**src/rtl/ovs_pkg.sv**
```systemverilog
package ovs_pkg;
    typedef enum logic {
        WIN_IDLE = 1'b0,
        WIN_RUN  = 1'b1
    } win_state_e;
endpackage

```
**src/rtl/ovs_phase_fold.sv**
```systemverilog
module ovs_phase_fold #(
    parameter int CNT_W = 6
) (
    input  logic [CNT_W-1:0] count_i,
    input  logic [CNT_W-1:0] divisor_i,
    output logic [CNT_W-1:0] mag_o
);
    logic [CNT_W-1:0] half;

    always_comb begin
        half = divisor_i >> 1;
        // counts past half a period are a lead of (N - c) cycles
        if (count_i > half) begin
            mag_o = divisor_i - count_i;
        end else begin
            mag_o = count_i;
        end
    end
endmodule

```
**src/rtl/ovs_window_ctr.sv**
```systemverilog
module ovs_window_ctr
    import ovs_pkg::*;
#(
    parameter int WIN_W = 10
) (
    input  logic             clk,
    input  logic             rst_n,
    input  logic             start_i,
    input  logic             tick_i,
    input  logic [WIN_W-1:0] win_len_i,
    output logic             accept_o,
    output logic             done_o
);
    typedef struct packed {
        win_state_e       st;
        logic [WIN_W-1:0] cnt;
        logic             done;
    } win_t;

    win_t s_d, s_q;
    logic [WIN_W:0] cnt_next;

    always_comb begin
        s_d      = s_q;
        cnt_next = {1'b0, s_q.cnt} + 1'b1;
        accept_o = 1'b0;
        if (start_i) begin
            s_d.st   = WIN_RUN;
            s_d.cnt  = '0;
            s_d.done = 1'b0;
        end else if (s_q.st == WIN_RUN && tick_i) begin
            accept_o = 1'b1;
            s_d.cnt  = cnt_next[WIN_W-1:0];
            if (cnt_next >= {1'b0, win_len_i}) begin
                s_d.st   = WIN_IDLE;
                s_d.done = 1'b1;
            end
        end
    end

    always_ff @(posedge clk or negedge rst_n) begin
        if (!rst_n) begin
            s_q <= '{st: WIN_IDLE, cnt: '0, done: 1'b0};
        end else begin
            s_q <= s_d;
        end
    end

    assign done_o = s_q.done;
endmodule

```
**src/rtl/ovs_peak_hold.sv**
```systemverilog
module ovs_peak_hold #(
    parameter int CNT_W = 6
) (
    input  logic             clk,
    input  logic             rst_n,
    input  logic             clear_i,
    input  logic             upd_i,
    input  logic [CNT_W-1:0] mag_i,
    output logic [CNT_W-1:0] peak_o
);
    logic [CNT_W-1:0] peak_d, peak_q;

    always_comb begin
        peak_d = peak_q;
        if (clear_i) begin
            peak_d = '0;
        end else if (upd_i && (mag_i > peak_q)) begin
            peak_d = mag_i;
        end
    end

    always_ff @(posedge clk or negedge rst_n) begin
        if (!rst_n) begin
            peak_q <= '0;
        end else begin
            peak_q <= peak_d;
        end
    end

    assign peak_o = peak_q;
endmodule

```
**src/rtl/ovs_capture.sv**
```systemverilog
module ovs_capture #(
    parameter int CNT_W = 6,
    parameter int WIN_W = 10
) (
    input  logic             clk,
    input  logic             rst_n,
    input  logic             ref_tick,
    input  logic [CNT_W-1:0] fb_count,
    input  logic [CNT_W-1:0] divisor,
    input  logic             start,
    input  logic             cross_seen,
    input  logic [WIN_W-1:0] win_len,
    output logic [CNT_W-1:0] max_ovs,
    output logic             done
);
    logic             accept;
    logic [CNT_W-1:0] mag;

    ovs_window_ctr #(.WIN_W(WIN_W)) u_win (
        .clk       (clk),
        .rst_n     (rst_n),
        .start_i   (start),
        .tick_i    (ref_tick),
        .win_len_i (win_len),
        .accept_o  (accept),
        .done_o    (done)
    );

    ovs_phase_fold #(.CNT_W(CNT_W)) u_fold (
        .count_i   (fb_count),
        .divisor_i (divisor),
        .mag_o     (mag)
    );

    ovs_peak_hold #(.CNT_W(CNT_W)) u_peak (
        .clk     (clk),
        .rst_n   (rst_n),
        .clear_i (start),
        .upd_i   (accept & cross_seen),
        .mag_i   (mag),
        .peak_o  (max_ovs)
    );
endmodule

```
**config.mk**
```make
export PLATFORM = sky130hd
export DESIGN_NAME = ovs_capture
export DESIGN_NICKNAME = d
export VERILOG_FILES = /design/src/rtl/ovs_pkg.sv /design/src/rtl/ovs_phase_fold.sv /design/src/rtl/ovs_window_ctr.sv /design/src/rtl/ovs_peak_hold.sv /design/src/rtl/ovs_capture.sv
export SDC_FILE = /design/constraint.sdc
export NUM_CORES = 1
export LEC_CHECK = 0
export BUFFER_PORTS_ARGS = -buffer_cell sky130_fd_sc_hd__buf_4
export CELL_PAD_IN_SITES_DETAIL_PLACEMENT = 0
export CELL_PAD_IN_SITES_GLOBAL_PLACEMENT = 1
export CORE_ASPECT_RATIO = 0.8
export CORE_MARGIN = 8
export CORE_UTILIZATION = 41
export CTS_CLUSTER_DIAMETER = 30
export DETAILED_ROUTE_END_ITERATION = 8
export PLACE_DENSITY = 0.84
export SLEW_MARGIN = 0
export SYNTH_ARGS = -nofsm -noshare
export SYNTH_HDL_FRONTEND = slang
export SYNTH_SLANG_ARGS = --single-unit
```
**constraint.sdc**
```tcl
create_clock -name clk -period 3 [get_ports clk]
set_input_delay 0.6 -clock clk [delete_from_list [all_inputs] [get_ports clk]]
set_output_delay 0.6 -clock clk [all_outputs]
set_load 0.02 [all_outputs]
```
==> metrics.txt <==
Initial DRC Count=49; Fmax achieved=about 330 MHz; slowest cell delay on critical path=0.33 ns; Max transition margin=79.8%; Tmin final=2.99 ns; antenna violations before repair=0; Clock Path Buffers=2; Area growth syn-to-layout=41.6%; final setup vio count=0; hold_buf cts=0; H-tree levels=1; setup tns final=0 ns; flop and latch count out of synthesis=18; Finished Layout Cells=316; sequential element share of the synthesized area=a little over a quarter; Final Util=59.3%; status=complete, no violations; Routed wire per std cell=12.0 microns; Max VDD drop=0.191 mV; post-synthesis area per instance=approximately 8.5 sq um; P_leak=between 1 and 1.5 nW; syn_nets=258; Cell Rows=21; crit path DAT=3.14 ns; Die X=88.3 microns; tightest hold margin=0.198 ns; CP Class=in2reg; Mapped Cells=around 200; worst-path fanout max=6; Netlist Area Pre-Place=1720 sq um; ANT nets after route=0; routed vias/inst=around 4.8; # port buffers=33; WP data required=around 3.1 ns; CTS root buffer=clkbuf_8; worst path cell trace=buf_8 -> inv_6 -> ha_4 -> nor2b_4 -> o31a_1 -> mux2i_1 -> o2111ai_2 -> xnor2_2 -> ha_1 -> nand4_1 -> nor2_1 -> a211oi_2 -> nor2_4 -> mux2_4; DRC errors left=0; Reg clk slew, reported paths=0.07 ns; global route overflow=0; crit start category=input port; diode count=0; Tcrit/Tclk final=between 90 and 100%; Syn. warnings=0; wirelength, routed=approximately 3800 microns; Worst path slowest cell=mux2_4; core area=4100 sq um; Hold Fails Final Rpt=0; worst skew pair latency=0.25 ns; DP Wirelength=3060 microns; number of setup buffers added after CTS=0; GRT Util Overall=12.6%; initial cell density of the core=approximately two fifths; largest net degree at the start of global routing=21; Die Y=between 70 and 80 microns; pre-CTS WS=-0.380 ns; fraction of layout cells with a size suffix above 1=a little over a third; RSZ-0062 raised after global routing=yes; commonest non-fill, non-tap cell in the layout=buf_4; DR pass1 iterations=4; Final Skew=0.000794 ns; Min-Delay Path Class=in2async; Die ar.=6520 sq um; CP Capture Type=register; worst setup margin=0.00776 ns; Tightest Pin Transition=~0.30 ns; number of global-route vias before repair=1523; max-slew violation count=0; vias=1532; MaxCap Viol Count=0; dpl cells=313; most frequent cells in the layout=buf_4 (53), inv_1 (23), ha_1 (21), nand2_1 (18), dfrtp_1 (18); Num CTS Buffers=3; Layout Nets=315; Sink Count=18; CTS tree=done; placer's final routability congestion estimate=around 0.79; first-pass GRT wire length=between 6000 and 7000 microns; filler cell count=373; synth unique cells=38; Power Dens Cells=between 300 and 400 nW/um^2; I/O pin cnt=34
synth_stat cells:
cell	instances	area (sq um)
and3_1	2	12.5
xnor2_1	7	61.3
o21ai_0	7	35.0
fa_1	1	20.0
o2111ai_1	2	17.5
nor2b_1	4	25.0
o31ai_1	1	7.51
mux2_2	5	56.3
o21a_1	1	7.51
and2_1	1	6.26
buf_4	1	7.51
dfrtp_1	18	450
mux2i_1	2	20.0
buf_2	3	15.0
nand3_1	6	30.0
o31a_1	1	8.76
a311oi_1	1	8.76
and3_4	1	11.3
nand2_1	18	67.6
a211oi_1	2	15.0
nand3_2	1	10.0
nor3_1	2	10.0
a21o_1	4	30.0
nand4_1	1	6.26
xor2_1	9	78.8
nand2b_1	2	12.5
a211o_1	1	8.76
and4b_1	1	10.0
or3_1	4	25.0
a21oi_1	11	55.1
inv_1	29	109
a311o_1	1	10.0
a31oi_1	3	18.8
o21ai_1	4	20.0
nand3_4	1	17.5
nor2_2	2	12.5
nor2_1	16	60.1
ha_1	27	338
cell type report:
class                      instances  area (sq um)  share of cell area [%]
timing repair buffer              56           435                    17.9
inverter                          29           116                    4.79
clock buffer                       4          55.1                    2.27
tap                               57          71.3                    2.94
sequential                        18           450                    18.5
multi-input combinational        152          1300                    53.6
sequential cells by signal, indices dropped and copies added, names as in the netlist:
register / count
u_win.s_q: 11
u_peak.peak_o: 6
u_win.done_o: 1
per-layer routing:
layer | vias up | wire [microns] | GRT usage [%]
met1 | 691 | 1950 | 17.7
met4 | 0 | 17 | 1.68
met2 | 31 | 1600 | 19.1
met3 | 4 | 216 | 3.35
met5 | - | 0 | 0
li1 | 806 | - | -
critical path: cells and delay by family:
kind | cells | cell delay [ns]
XOR/XNOR | 1 | 0.18
adder cells (fa/ha/maj) | 2 | 0.49
AND/OR/NAND/NOR | 4 | 0.63
multiplexers | 2 | 0.55
AO/OA/AOI/OAI | 3 | 0.54
buffers and inverters | 2 | 0.15
power by group:
| part | leakage [nW] | switching [mW] | internal, mW |
|---|---|---|---|
| clock network | 0.0288 | 0.0844 | 0.117 |
| logic | 0.935 | 0.156 | 0.178 |
| registers | 0.244 | 0.0106 | 0.254 |
what timing repair did:
item                                    CTS  global route
pin swaps                                11             6
endpoints found under the setup margin    6             6
endpoints found under the hold margin     0             0
resized for setup                        16             5
final timing paths:
| path | startpoint | end | slack, ns | depth (start not counted) |
|---|---|---|---|---|
| setup / recovery | fb_count[1] | u_peak.peak_o[1] | 0.008 | 14 |
| hold / removal | rst_n | u_win.s_q[10] | 0.20 | 1 |
| setup reg to reg | u_win.s_q[1] | u_win.s_q[11] | 0.48 | 9 |
| hold reg to reg | u_win.done_o | u_win.done_o | 0.56 | 2 |
| max in group asynchronous | rst_n | u_win.s_q[2] | 2.61 | 1 |
| min in group clk | u_win.done_o | u_win.done_o | 0.56 | 2 |
metrics by stage:
step / total power [mW] / area, sq um
after CTS: 0.795 / 2400
after floorplan: 0.446 / 1810
after detailed placement: 0.574 / 2280
after global routing: 0.860 / 2430
after global placement: 0.574 / 2280
final: 0.801 / 2430
logic make-up after synthesis:
group                      count (synthesis)  synth area share [%]
DFF                                       18                  26.3
muxes                                      7                  4.45
adders and majority gates                 28                  20.9
and+or+nand+nor                           62                  18.5
buffers and inverters                     33                  7.66
AOI/OAI and AO/OA                         39                  14.2
xor gates and xnor gates                  16                  8.17
(Power assumes the default switching activity.)
